### config.mk
export PLATFORM = sky130hd
export DESIGN_NAME = snd_mailbox_hub
export DESIGN_NICKNAME = d
export VERILOG_FILES = /design/src/rtl/snd_mbox_pkg.sv /design/src/rtl/snd_addr_decode.sv /design/src/rtl/mbox_regs.sv /design/src/rtl/irq_divider.sv /design/src/rtl/snd_mailbox_hub.sv
export SDC_FILE = /design/constraint.sdc
export NUM_CORES = 1
export LEC_CHECK = 0
export ABC_AREA = 1
export BUFFER_PORTS_ARGS = -buffer_cell sky130_fd_sc_hd__buf_4
export CELL_PAD_IN_SITES_DETAIL_PLACEMENT = 2
export CELL_PAD_IN_SITES_GLOBAL_PLACEMENT = 2
export CORE_MARGIN = 5
export CORE_UTILIZATION = 28
export CTS_CLUSTER_DIAMETER = 100
export DETAILED_ROUTE_END_ITERATION = 7
export PLACE_DENSITY_LB_ADDON = 0.1
export SYNTH_ARGS = -nofsm -noshare
export SYNTH_HDL_FRONTEND = slang
export SYNTH_HIERARCHICAL = 1
export SYNTH_SLANG_ARGS = --single-unit
### constraint.sdc
create_clock -name clk -period 2.33 [get_ports clk]
set_input_delay 0.466 -clock clk [delete_from_list [all_inputs] [get_ports clk]]
set_output_delay 0.466 -clock clk [all_outputs]
set_load 0.005 [all_outputs]
### src/rtl/snd_mbox_pkg.sv
package snd_mbox_pkg;

    localparam int DATA_W    = 8;
    localparam int ADDR_W    = 16;
    localparam int PORT_W    = 8;
    localparam int NUM_BOX   = 4;
    localparam int BOX_SEL_W = $clog2(NUM_BOX);

    // sound-side windows are selected by the top address nibble
    localparam logic [ADDR_W-1:0] WIN_MASK   = 16'hF000;
    localparam logic [ADDR_W-1:0] WIN_MBOX   = 16'h9000;
    localparam logic [ADDR_W-1:0] WIN_STATUS = 16'hC000;
    localparam logic [ADDR_W-1:0] WIN_ACK    = 16'hE000;
    localparam logic [ADDR_W-1:0] WIN_DIP    = 16'hF000;

    // main-side ports
    localparam logic [PORT_W-1:0] MBOX_PORT_MASK  = 8'hFC;
    localparam logic [PORT_W-1:0] MBOX_PORT_BASE  = 8'h1C;
    localparam logic [PORT_W-1:0] STAT_PORT_MASK  = 8'hE7;
    localparam logic [PORT_W-1:0] STAT_PORT_VALUE = 8'h07;

    localparam logic [DATA_W-1:0] HOST_IDLE_BYTE = '1;
    localparam logic [DATA_W-1:0] SND_IDLE_BYTE  = '0;
    localparam logic [DATA_W-1:0] ACK_BYTE       = '1;

    typedef enum logic [2:0] {
        RG_NONE,
        RG_MBOX,
        RG_STATUS,
        RG_ACK,
        RG_DIP
    } snd_region_e;

    typedef struct packed {
        logic                 we;
        logic [BOX_SEL_W-1:0] sel;
        logic [DATA_W-1:0]    data;
    } box_wr_t;

    function automatic snd_region_e snd_region(input logic [ADDR_W-1:0] a);
        logic [ADDR_W-1:0] w;
        w = a & WIN_MASK;
        if (w == WIN_MBOX)        return RG_MBOX;
        else if (w == WIN_STATUS) return RG_STATUS;
        else if (w == WIN_ACK)    return RG_ACK;
        else if (w == WIN_DIP)    return RG_DIP;
        else                      return RG_NONE;
    endfunction

    function automatic logic is_mbox_port(input logic [PORT_W-1:0] p);
        return (p & MBOX_PORT_MASK) == MBOX_PORT_BASE;
    endfunction

    function automatic logic is_status_port(input logic [PORT_W-1:0] p);
        return (p & STAT_PORT_MASK) == STAT_PORT_VALUE;
    endfunction

endpackage

### src/rtl/snd_addr_decode.sv
module snd_addr_decode
    import snd_mbox_pkg::*;
(
    input  logic [ADDR_W-1:0] addr,
    input  logic [PORT_W-1:0] port,
    output snd_region_e       region,
    output logic              port_is_box,
    output logic              port_is_stat
);
    always_comb begin
        region       = snd_region(addr);
        port_is_box  = is_mbox_port(port);
        port_is_stat = is_status_port(port);
    end
endmodule

### src/rtl/mbox_regs.sv
module mbox_regs
    import snd_mbox_pkg::*;
(
    input  logic                 clk,
    input  logic                 rst,
    input  box_wr_t              box_wr,
    input  logic                 stat_we,
    input  logic [DATA_W-1:0]    stat_wdata,
    input  logic [BOX_SEL_W-1:0] rd_sel,
    output logic [DATA_W-1:0]    box_rdata,
    output logic [DATA_W-1:0]    stat_q
);
    logic [DATA_W-1:0] box_q [NUM_BOX];

    for (genvar i = 0; i < NUM_BOX; i++) begin : g_box
        always_ff @(posedge clk) begin
            if (rst)
                box_q[i] <= '0;
            else if (box_wr.we && box_wr.sel == BOX_SEL_W'(i))
                box_q[i] <= box_wr.data;
        end
    end

    always_ff @(posedge clk) begin
        if (rst)
            stat_q <= '0;
        else if (stat_we)
            stat_q <= stat_wdata;
    end

    assign box_rdata = box_q[rd_sel];
endmodule

### src/rtl/irq_divider.sv
module irq_divider #(
    parameter int LIMIT = 18
) (
    input  logic clk,
    input  logic rst,
    input  logic tick,
    input  logic ack,
    output logic irq
);
    localparam int CNT_W = $clog2(LIMIT + 1);
    localparam logic [CNT_W-1:0] LAST = CNT_W'(LIMIT - 1);

    logic [CNT_W-1:0] cnt_q;

    always_ff @(posedge clk) begin
        if (rst || ack) begin
            cnt_q <= '0;
            irq   <= 1'b0;
        end else if (tick) begin
            if (cnt_q == LAST) begin
                cnt_q <= '0;
                irq   <= 1'b1;
            end else begin
                cnt_q <= cnt_q + 1'b1;
            end
        end
    end
endmodule

### src/rtl/snd_mailbox_hub.sv
module snd_mailbox_hub
    import snd_mbox_pkg::*;
#(
    parameter int DIV_LIMIT = 18
) (
    input  logic              clk,
    input  logic              rst,
    input  logic [PORT_W-1:0] host_port,
    input  logic              host_wr,
    input  logic              host_rd,
    input  logic [DATA_W-1:0] host_wdata,
    output logic [DATA_W-1:0] host_rdata,
    input  logic [ADDR_W-1:0] snd_addr,
    input  logic              snd_wr,
    input  logic              snd_rd,
    input  logic [DATA_W-1:0] snd_wdata,
    output logic [DATA_W-1:0] snd_rdata,
    input  logic              tick,
    input  logic [DATA_W-1:0] dip_sw,
    output logic              snd_irq,
    output logic              snd_hold
);
    snd_region_e       region;
    logic              port_is_box;
    logic              port_is_stat;
    box_wr_t           box_wr;
    logic [DATA_W-1:0] box_rdata;
    logic [DATA_W-1:0] stat_q;
    logic              ack_rd;

    snd_addr_decode u_dec (
        .addr         (snd_addr),
        .port         (host_port),
        .region       (region),
        .port_is_box  (port_is_box),
        .port_is_stat (port_is_stat)
    );

    always_comb begin
        box_wr.we   = host_wr && port_is_box;
        box_wr.sel  = host_port[BOX_SEL_W-1:0];
        box_wr.data = host_wdata;
    end

    mbox_regs u_regs (
        .clk        (clk),
        .rst        (rst),
        .box_wr     (box_wr),
        .stat_we    (snd_wr && region == RG_STATUS),
        .stat_wdata (snd_wdata),
        .rd_sel     (snd_addr[BOX_SEL_W-1:0]),
        .box_rdata  (box_rdata),
        .stat_q     (stat_q)
    );

    assign ack_rd = snd_rd && region == RG_ACK;

    irq_divider #(.LIMIT(DIV_LIMIT)) u_div (
        .clk  (clk),
        .rst  (rst),
        .tick (tick),
        .ack  (ack_rd),
        .irq  (snd_irq)
    );

    always_comb begin
        unique case (region)
            RG_MBOX: snd_rdata = box_rdata;
            RG_ACK:  snd_rdata = ACK_BYTE;
            RG_DIP:  snd_rdata = dip_sw;
            default: snd_rdata = SND_IDLE_BYTE;
        endcase
    end

    assign host_rdata = port_is_stat ? stat_q : HOST_IDLE_BYTE;
    assign snd_hold   = rst;
endmodule

==> reports/summary.md, run 1 <==
* 0 — count of final setup violators
* 11000 sq um — floorplan die area
* 32 — iteration-0 DRC count of the detailed router
* 2.06 ps — Worst Skew
* 0 — PostCTS Resize Cnt
* yes — clock tree from TritonCTS
* 0.165 — met1 demand-to-capacity share in global routing
* 0.136 — global routing usage summed across all routing layers
* snd_wdata[7] — Hold Path Origin
* 2 — maximum buffer depth of the clock tree
* u_regs/stat_q[7] — Hold Path End
* 0.212 — proportion of layout cells with a drive suffix above 1
* 7330 um — Post-Route WL
* 254 uV — Max VDD drop
* 80 ps — post-CTS clock slew at the launch and capture registers of the worst setup and hold paths
* 0 ps — setup TNS after final layout
* 459 ps — Worst-Margin Slew
* 2530 sq um — netlist area before placement
* 0.0333 — met3 track demand over resource in global routing
* 511 MHz — timing-limited maximum frequency
* in -> out — Setup Crit Path Kind
* sky130_fd_sc_hd__clkbuf_8 — CTS root buf
* sky130_fd_sc_hd__buf_4 — worst-path cell with the longest stage delay
* in -> reg — worst hold path class
* 5790 um — final HPWL from detailed placement
* 4.49 — routed via count divided by cell count
* 8760 sq um — core region area
* 1220 ps — worst reg2reg setup slack
* 73 — I/O pins
* 0 — final antenna-violating net count
* 5 — Buffers & Inverters on Critical Path
* 0 — final hold violation count
* completed — result of the run
* 27.6% — Synth-to-Final Area Change
* 1490 ps — arrival time at the worst endpoint
* 5 — Num CTS Buffers
* 1059 — Filler cells
* 17 — pin count of the biggest net entering global routing
* 0.715 — routability congestion estimate
* 46 — Synth Register Bits
* 12200 um — wire length of the first global-routing pass
* 0 — cts-stage hold buffer count
* met2 — layer carrying the most global-route usage
* sky130_fd_sc_hd__nand2_1 — critical path's most frequent cell
* 0.380 — portion of synthesized cell area occupied by the leading cell type
* 2350 — via total after detailed routing
* 105 um — Die Height
* 6 — Yosys Warn Count
* 0.245 — M2 GR Usage
* buffers and inverters — family of cells with the greatest summed delay on the critical path
* 404 — post-synthesis net count
* 61 — number of port buffers
* 0 — count of final max-slew check failures
* 0.693 — tightest slew margin relative to the limit
* 507 nW/um^2 — ratio of total power to cell area
* 0 — antenna violations before repair
* 0 — setup repair bufs after CTS
* u_div/cnt_q[1] — launch point of the worst reg-to-reg path
* u_div/cnt_q[4] — RR Endpoint
* 3 — Hold Path Cell Cnt
* 16 — crit-path max FO
* 471 — number of nets in the final layout
* 34 — row count
* 2571 — number of global-route vias before repair
* 46 — number of sinks on the clock net
* 105 um — horizontal extent of the die
* 347 — number of standard cells after synthesis
* 160 ps — delay of the slowest critical-path stage
* 7 — depth of the worst register-to-register path
* 1960 ps — final critical-path required period
* 0.840 — share of the cycle needed by the critical path after routing
* 4 — first-pass iteration count of the detailed router
* sky130_fd_sc_hd__edfxtp_1 (38%), sky130_fd_sc_hd__nand2_1 (14%), sky130_fd_sc_hd__dfxtp_1 (11%) — ranking of synthesized cells by area
* sky130_fd_sc_hd__edfxtp_1 — post-synthesis cell type with the largest combined area
* 0 — overall overflow remaining after global route
* 0.288 — starting density of the core
* 1.61 nW — Leak
* 0 — total of max-cap violations
* 2 — CTS H-tree lvls
* primary input — element type at the critical path start
* 1860 ps — critical path required time
* 1.64 mW — Final Power
* buf_4 -> inv_1 -> buf_12 -> nand2_1 -> nand3_1 -> nand2_1 -> inv_1 -> nand2_1 -> nand2_1 -> nand2_1 -> buf_4 — worst path cell trace
* 0 — Antenna Cells
* 7.28 sq um — average cell area after synthesis
* 290 ps — Worst-Skew Late Latency
* 22 — Netlist cell types
* 0.491 — sequential element share of the synthesized area
* 0 — Residual DRC
* false — unrepaired setup endpoints after global routing
* output port — critical path endpoint category
* 14.0 um — wire length per cell after detailed routing
synth_stat cells:
cell type / n
sky130_fd_sc_hd__a21oi_1: 1
sky130_fd_sc_hd__buf_2: 4
sky130_fd_sc_hd__buf_4: 3
sky130_fd_sc_hd__clkbuf_1: 2
sky130_fd_sc_hd__dfxtp_1: 14
sky130_fd_sc_hd__edfxtp_1: 32
sky130_fd_sc_hd__ha_1: 2
sky130_fd_sc_hd__inv_1: 73
sky130_fd_sc_hd__inv_2: 3
sky130_fd_sc_hd__nand2_1: 96
sky130_fd_sc_hd__nand2_2: 2
sky130_fd_sc_hd__nand3_1: 29
sky130_fd_sc_hd__nand3_2: 1
sky130_fd_sc_hd__nand4_2: 1
sky130_fd_sc_hd__nor2_1: 55
sky130_fd_sc_hd__nor2_2: 4
sky130_fd_sc_hd__nor2_8: 1
sky130_fd_sc_hd__nor3_1: 9
sky130_fd_sc_hd__o21ai_0: 10
sky130_fd_sc_hd__o21ai_1: 3
sky130_fd_sc_hd__xnor2_1: 1
sky130_fd_sc_hd__xor2_1: 1
metrics by stage:
stage	util	instance area [sq um]	setup slack, ps	std cells	hold WS, ps
floorplan	-	2530	360	347	443
global placement	0.359	3140	374	515	447
detailed placement	0.359	3140	344	515	451
CTS	0.368	3220	343	523	394
global route	0.368	3220	271	523	385
finish	0.368	3220	372	523	401
layer usage:
| metal | vias to the layer above | routed length [um] |
|---|---|---|
| li1 | 1181 | - |
| met1 | 1109 | 3240 |
| met2 | 58 | 3730 |
| met3 | 2 | 335 |
| met4 | 0 | 27 |
| met5 | - | 0 |
cell type report:
type	instances	area [sq um]	area share
timing repair buffer	69	531	0.165
sequential	46	1240	0.385
tap	108	135	0.0419
clock buffer	6	72.6	0.0225
clock inverter	2	10.0	0.00310
multi-input combinational	216	950	0.295
inverter	76	285	0.0885
cells in the final DEF, fill, tap and decap left out:
cell type	count
sky130_fd_sc_hd__clkinv_2	2
sky130_fd_sc_hd__buf_4	68
sky130_fd_sc_hd__xor2_1	1
sky130_fd_sc_hd__dfxtp_1	14
sky130_fd_sc_hd__buf_12	1
sky130_fd_sc_hd__clkbuf_8	5
sky130_fd_sc_hd__o21ai_0	10
sky130_fd_sc_hd__nand2_1	96
sky130_fd_sc_hd__xnor2_1	1
sky130_fd_sc_hd__o21ai_1	3
sky130_fd_sc_hd__clkbuf_1	1
sky130_fd_sc_hd__nand3_1	29
sky130_fd_sc_hd__inv_1	73
sky130_fd_sc_hd__nand4_2	1
sky130_fd_sc_hd__edfxtp_1	32
sky130_fd_sc_hd__nand2_2	2
sky130_fd_sc_hd__nor2_2	4
sky130_fd_sc_hd__nor3_1	9
sky130_fd_sc_hd__nand3_2	1
sky130_fd_sc_hd__ha_1	2
sky130_fd_sc_hd__nor2_1	55
sky130_fd_sc_hd__nor2_8	1
sky130_fd_sc_hd__a21oi_1	1
sky130_fd_sc_hd__inv_2	3
registers in the layout, summed over array words and instances, names as in the netlist:
| signal | count |
|---|---|
| u_div/cnt_q | 5 |
| u_div/irq | 1 |
| u_regs/box_q | 32 |
| u_regs/stat_q | 8 |
cell families (layout without fill, tap and decap cells):
kind of cell,Yosys count,count (layout),share of synthesized area
simple gates,198,198,0.331
buf+inv,85,153,0.133
flops,46,46,0.491
compound gates,14,14,0.0277
fa+ha+maj,2,2,0.00990
xor+xnor,2,2,0.00694
worst max-delay path by stage:
stage | start | end | slack [ps] | cells after the start
2_1_floorplan | host_port[7] | u_regs/box_q[2][0] | 360 | 7
3_3_place_gp | snd_addr[0] | snd_rdata[0] | 370 | 11
3_5_place_dp | snd_addr[0] | snd_rdata[0] | 340 | 11
4_1_cts | snd_addr[0] | snd_rdata[0] | 340 | 11
5_1_grt | snd_addr[1] | snd_rdata[5] | 270 | 9
6_report | snd_addr[0] | snd_rdata[0] | 370 | 11
tightest hold or removal path: stages:
cell and delay [ps]:
sky130_fd_sc_hd__buf_4 80, sky130_fd_sc_hd__nor2_1 30, sky130_fd_sc_hd__nor2_1 80
where the power goes:
| part | total [mW] | switching [mW] | internal, mW | leakage (nW) |
|---|---|---|---|---|
| combinational | 0.256 | 0.143 | 0.113 | 1.14 |
| sequential | 0.921 | 0.0143 | 0.907 | 0.417 |
| clock | 0.458 | 0.250 | 0.208 | 0.0450 |
Power figures use the tool's default switching activity.
==> run 2, diff against run 1 <==
- clock period: 2.33 -> 2 ns (I/O delays scaled with it)
==> run 2 against run 1 <==
Net effect:
- global-route usage up 0.28 points
- non-clock buffer count grew 2
- first-iteration DRC count grew 44%
- power increased by 17%
- clock skew rose by 0.96 ps
- setup slack worse by 170 ps
- clock power up 18%
- combinational power up 17%
- worst hold slack worse by 73 ps
- core utilization is 0.20 points higher
- critical path type unchanged
- critical endpoint unchanged
==> reports/summary.md, run 2 (synthesized netlist as in run 1, its figures left out) <==
* 80 ps — post-CTS clock slew at the launch and capture registers of the worst setup and hold paths, about the same
* 4.49 — routed via count divided by cell count, about the same
* 0 — setup repair bufs after CTS, unchanged
* sky130_fd_sc_hd__clkbuf_8 — CTS root buf
* 2 — maximum buffer depth of the clock tree, unchanged
* 0.254 — Switching Share, +0.00423
* sky130_fd_sc_hd__nand2_1 — most common cell after layout, fill and taps aside
* 0 — antenna violations before repair, unchanged
* 328 ps — final worst hold slack, -72.8 ps
* 0.288 — starting density of the core, unchanged
* 3 — Hold Path Cell Cnt, unchanged
* 0 ps — setup TNS after final layout, unchanged
* sky130_fd_sc_hd__inv_1 — worst-path cell with the longest stage delay
* 0.733 — routability congestion estimate, +2.5%
* 2359 — via total after detailed routing, +0.38%
* 1.61 nW — Leak, +0.39%
* 2 — CTS H-tree lvls, unchanged
* u_div/cnt_q[2] — RR Endpoint
* 0 — Antenna Cells, unchanged
* 199 ps — final worst-path setup slack, -174 ps
* 8760 sq um — core region area, unchanged
* 12500 um — wire length of the first global-routing pass, +2.5%
* yes — clock tree from TritonCTS
* 1240 sq um — FF/Latch Area, unchanged
* 0.282 — clock network fraction of design power, +0.002
* snd_wdata[5] — Hold Path Origin
* 4 — first-pass iteration count of the detailed router, unchanged
* output port — critical path endpoint category
* 0.561 — sequential fraction of design power, -0.002
* 5920 um — final HPWL from detailed placement, +2.2%
* met2 — layer carrying the most global-route usage
* sky130_fd_sc_hd__nand2_1 (96), sky130_fd_sc_hd__inv_1 (73), sky130_fd_sc_hd__buf_4 (70) — commonest cells after routing, fill and taps aside
* 1800 ps — final critical-path required period
* 32 — flip-flop count of the largest register, all copies and words added, unchanged
* 14.2 um — wire length per cell after detailed routing, +1.5%
* 0 — final hold violation count, unchanged
* 0 — overall overflow remaining after global route, unchanged
* 591 nW/um^2 — ratio of total power to cell area, +16%
* 1400 ps — arrival time at the worst endpoint, -90 ps
* 0.139 — global routing usage summed across all routing layers, +0.00283
* 870 ps — worst reg2reg setup slack, -350 ps
* false — unrepaired setup endpoints after global routing
* 950 sq um — area of the multi-input gates, unchanged
* 0.156 — portion of total power attributed to combinational logic, about the same
* 0.251 — M2 GR Usage, +0.00674
* 1600 ps — critical path required time, -260 ps
* 46 — iteration-0 DRC count of the detailed router, +44%
* 473 — number of nets in the final layout, +0.42%
* 4 — Buffers & Inverters on Critical Path, -1
* 486 uW — sw power, +19%
* 0 — total of max-cap violations, unchanged
* 0.901 — share of the cycle needed by the critical path after routing
* buffers and inverters — family of cells with the greatest summed delay on the critical path
* in -> reg — worst hold path class
* 2649 — number of global-route vias before repair, +3.0%
* u_regs/stat_q[5] — Hold Path End
* u_regs/box_q (32), u_regs/stat_q (8), u_div/cnt_q (5) — registers with the most flip-flops
* completed — result of the run
* 431 ps — Worst-Margin Slew, -28.2 ps
* 7 — depth of the worst register-to-register path, unchanged
* in -> out — Setup Crit Path Kind
* primary input — element type at the critical path start
* 0 — cts-stage hold buffer count, unchanged
* 0.216 — proportion of layout cells with a drive suffix above 1, +0.00378
* sky130_fd_sc_hd__nand2_1 — critical path's most frequent cell
* 219 uV — Max VDD drop, -14%
* 144 ps — pre-CTS setup slack, -200 ps
* 0 — PostCTS Resize Cnt, unchanged
* 0 — count of final max-slew check failures, unchanged
* 17 — pin count of the biggest net entering global routing, unchanged
* 73 — I/O pins, unchanged
* u_div/cnt_q[1] — launch point of the worst reg-to-reg path
* 0 — count of final setup violators, unchanged
* 105 um — horizontal extent of the die, unchanged
* u_regs/box_q — Reg with most FFs
* 270 ps — delay of the slowest critical-path stage, +110 ps
* 61 — number of port buffers, unchanged
* 0.0333 — met3 track demand over resource in global routing, unchanged
* 0.712 — tightest slew margin relative to the limit, +0.0187
* 1.43 mW — internal cell power, +16%
* 3.02 ps — Worst Skew, +0.962 ps
* 34 — row count, unchanged
* 46 — number of sinks on the clock net, unchanged
* 0 — final antenna-violating net count, unchanged
* 7470 um — Post-Route WL, +1.9%
* 0.162 — met1 demand-to-capacity share in global routing, -0.00267
* 1052 — Filler cells, -0.66%
* 0 — Residual DRC, unchanged
* 555 MHz — timing-limited maximum frequency
* 11000 sq um — floorplan die area, unchanged
* 5 — Num CTS Buffers, unchanged
* 105 um — Die Height, unchanged
* 290 ps — Worst-Skew Late Latency, about the same
* 9 — crit-path max FO, -7
* buf_4 -> inv_1 -> nand3_1 -> nand2_1 -> inv_1 -> nand2_1 -> nand2_1 -> nand2_1 -> buf_4 — worst path cell trace
* 28.3% — Synth-to-Final Area Change
-- run 2: changes by cell type in the layout (fill, tap and decap cells not counted), sizes merged --
cell,before,now
buf,69,71
clkbuf,6,5
clkinvlp,0,1
-- run 2: power by group through the flow --
stage               registers, mW  clock network, mW  logic [mW]
floorplan                    1.09                  0       0.153
detailed placement           1.10                  0       0.308
CTS                          1.08              0.572       0.310
global placement             1.09                  0       0.297
finish                       1.07              0.541       0.300
global route                 1.08              0.625       0.339
-- run 2: area by class of cell --
class | count | share of cell area
Clock buffer | 5 | 0.0212
Sequential cell | 46 | 0.383
Multi-Input combinational cell | 216 | 0.293
Timing Repair Buffer | 71 | 0.168
Clock inverter | 3 | 0.00502
Tap cell | 108 | 0.0417
Inverter | 76 | 0.0880
-- run 2: worst max-delay path by stage --
stage / cells past startpoint / to / start / slack [ps]
global placement: 9 / snd_rdata[0] / snd_addr[1] / 200
global route: 9 / snd_rdata[1] / snd_addr[1] / 80
finish: 9 / snd_rdata[0] / snd_addr[1] / 200
CTS: 9 / snd_rdata[0] / snd_addr[1] / 140
floorplan: 7 / u_regs/box_q[2][0] / host_port[7] / 100
detailed placement: 9 / snd_rdata[0] / snd_addr[1] / 140
-- run 2: per-stage QoR --
step                instance area [sq um]   util  instances  power (mW)
finish                               3240  0.370        525        1.92
global route                         3240  0.370        525        2.04
CTS                                  3240  0.370        525        1.96
detailed placement                   3160  0.360        517        1.41
global placement                     3160  0.360        517        1.39
floorplan                            2530      -        347        1.24
-- run 2: worst reg2reg max path: cells and delay by family (launching register included) --
family / cells / cell delay, ps
flops: 1 / 380
simple gates: 4 / 430
fa+ha+maj: 1 / 170
buf+inv: 2 / 100
-- run 2: metal layers --
metal | wire length (um) | part of all wire
met1 | 3200 | 0.43
met2 | 3840 | 0.51
met5 | 0 | 0
met3 | 339 | 0.045
met4 | 93 | 0.012
==> run 3, diff against run 2 <==
==> constraint.sdc (replaced) <==
create_clock -name clk -period 2 [get_ports clk]
set_input_delay 0.2 -clock clk [delete_from_list [all_inputs] [get_ports clk]]
set_output_delay 0.2 -clock clk [all_outputs]
set_load 0.005 [all_outputs]
==> run 3 against run 2 <==
Net effect:
- clock power is 26% higher
- global-route usage down 0.54 points
- first-iteration DRC count grew 22%
- core utilization decreased by 0.37 points
- register-to-register slack improved by 50 ps
- worst hold slack lost 200 ps
- fmax grew 7.6%
- clock skew rose by 1.1 ps
- sequential power is essentially flat
- via count shrank 2.9%
- setup slack gained 130 ps
- power rose by 7.0%
- critical endpoint is now snd_rdata[5]
==> reports/summary.md, run 3 (synthesized netlist as in run 1, its figures left out) <==
* 0 — final hold violation count, unchanged
* 18 — pin count of the biggest net entering global routing, +1
* u_regs/box_q — Reg with most FFs
* 0.142 — portion of total power attributed to combinational logic, -0.014
* in -> reg — worst hold path class
* 105 um — horizontal extent of the die, unchanged
* 2500 — number of global-route vias before repair, -5.6%
* 920 ps — worst reg2reg setup slack, +50 ps
* 56 — iteration-0 DRC count of the detailed router, +22%
* 0.524 — sequential fraction of design power, -0.037
* 46 — number of sinks on the clock net, unchanged
* sky130_fd_sc_hd__nand2_1 — most common cell after layout, fill and taps aside
* 17 — crit-path max FO, +8
* 1.59 nW — Leak, -1.5%
* 0 — final antenna-violating net count, unchanged
* 0 — Antenna Cells, unchanged
* 638 nW/um^2 — ratio of total power to cell area, +8.0%
* sky130_fd_sc_hd__clkbuf_8 — CTS root buf
* 0.288 — starting density of the core, unchanged
* in -> out — Setup Crit Path Kind
* 0.134 — global routing usage summed across all routing layers, -0.00536
* yes — clock tree from TritonCTS
* 0 — count of final setup violators, unchanged
* 27.0% — Synth-to-Final Area Change
* sky130_fd_sc_hd__nand2_1 (96), sky130_fd_sc_hd__inv_1 (73), sky130_fd_sc_hd__buf_4 (65) — commonest cells after routing, fill and taps aside
* 3100 sq um — post-place instance area, -1.8%
* 5760 um — final HPWL from detailed placement, -2.7%
* 5 — Num CTS Buffers, unchanged
* 4.41 — routed via count divided by cell count, -1.8%
* 0 — PostCTS Resize Cnt, unchanged
* 0 — total of max-cap violations, unchanged
* 1033 — Filler cells, -1.8%
* snd_addr[0] — beginning of the critical path
* 1470 ps — arrival time at the worst endpoint, +70 ps
* 34 — row count, unchanged
* u_div/cnt_q[4] — RR Endpoint
* 11000 sq um — floorplan die area, unchanged
* 0 — cts-stage hold buffer count, unchanged
* 1800 ps — critical path required time, +200 ps
* 126 ps — final worst hold slack, -202 ps
* 0.241 — Switching Share, -0.0129
* 2 — CTS H-tree lvls, unchanged
* 508 ps — Worst-Margin Slew, +77.3 ps
* output port — critical path endpoint category
* 0 — antenna violations before repair, unchanged
* 1.56 mW — internal cell power, +8.8%
* 80 ps — post-CTS clock slew at the launch and capture registers of the worst setup and hold paths, about the same
* 0.719 — routability congestion estimate, -2.0%
* 1670 ps — final critical-path required period, -127 ps
* 2290 — via total after detailed routing, -2.9%
* 7 — depth of the worst register-to-register path, unchanged
* 61 — number of port buffers, unchanged
* 467 — number of nets in the final layout, -1.3%
* u_div/cnt_q[1] — launch point of the worst reg-to-reg path
* 597 MHz — timing-limited maximum frequency, +7.6%
* primary input — element type at the critical path start
* 0.837 — share of the cycle needed by the critical path after routing, -0.0634
* 3210 sq um — fin area, -1.0%
* 0 — count of final max-slew check failures, unchanged
* 8760 sq um — core region area, unchanged
* 0 — overall overflow remaining after global route, unchanged
* 0 — Residual DRC, unchanged
* 290 ps — Worst-Skew Late Latency, about the same
* completed — result of the run
* 2.05 mW — Final Power, +7.0%
* 32 — flip-flop count of the largest register, all copies and words added, unchanged
* 7180 um — Post-Route WL, -3.9%
* snd_rdata[5] — end point of the critical path
* false — unrepaired setup endpoints after global routing
* 2 — maximum buffer depth of the clock tree, unchanged
* 0 ps — setup TNS after final layout, unchanged
* 12000 um — wire length of the first global-routing pass, -4.0%
* u_regs/box_q (32), u_regs/stat_q (8), u_div/cnt_q (5) — registers with the most flip-flops
* 4 — first-pass iteration count of the detailed router, unchanged
* 0.334 — clock network fraction of design power, +0.052
* 105 um — Die Height, unchanged
* 493 uW — sw power, +1.5%
* 73 — I/O pins, unchanged
* 0.660 — tightest slew margin relative to the limit, -0.0520
* 13.8 um — wire length per cell after detailed routing, -2.8%
* 4.09 ps — Worst Skew, +1.07 ps
* 364 uV — Max VDD drop, +67%
* 0.204 — proportion of layout cells with a drive suffix above 1, -0.0114
* 0 — setup repair bufs after CTS, unchanged
-- run 3: worst min-delay path by stage --
stage                      start          endpoint  slack, ps  depth (start not counted)
global route        snd_wdata[6]  u_regs/stat_q[6]        110                          3
floorplan           snd_wdata[0]  u_regs/stat_q[0]        330                          2
CTS                 snd_wdata[1]  u_regs/stat_q[1]        120                          3
detailed placement  snd_wdata[1]  u_regs/stat_q[1]        430                          3
finish              snd_wdata[1]  u_regs/stat_q[1]        130                          3
global placement    snd_wdata[0]  u_regs/stat_q[0]        420                          3
-- run 3: stage by stage --
step,std cells,worst slack [ps],utilization
2_1_floorplan,347,296,-
3_3_place_gp,511,277,0.354
3_5_place_dp,511,240,0.354
4_1_cts,519,288,0.366
5_1_grt,519,165,0.366
6_report,519,326,0.366
-- run 3: area by class of cell --
type,count,area [sq um],share of cell area
clock inverter,2,37.5,0.0117
clock buffer,6,72.6,0.0226
sequential,46,1240,0.387
timing repair buffer,65,488,0.152
tap,108,135,0.0421
inverter,76,285,0.0889
multi-input combinational,216,950,0.296
-- run 3: layer usage --
layer  global-route usage  part of all wire  vias up
met4               0.0301            0.0040        0
met3               0.0333             0.044        2
met2                0.247              0.52       51
met1                0.154              0.43     1063
met5                    0                 0        -
li1                     -                 -     1174
-- run 3: power groups by stage --
stage,sequential [mW],combinational [mW],clock [mW]
detailed placement,1.10,0.299,0
CTS,1.07,0.301,0.713
global placement,1.09,0.289,0
floorplan,1.09,0.153,0
finish,1.07,0.291,0.684
global route,1.08,0.332,0.757
-- run 3: critical path: stages --
cell	delay [ps]
sky130_fd_sc_hd__buf_4	180
sky130_fd_sc_hd__inv_1	290
sky130_fd_sc_hd__buf_4	230
sky130_fd_sc_hd__nand2_1	70
sky130_fd_sc_hd__nand3_1	70
sky130_fd_sc_hd__nand2_1	50
sky130_fd_sc_hd__inv_1	70
sky130_fd_sc_hd__nand2_1	60
sky130_fd_sc_hd__nand2_1	60
sky130_fd_sc_hd__nand2_1	50
sky130_fd_sc_hd__buf_4	130
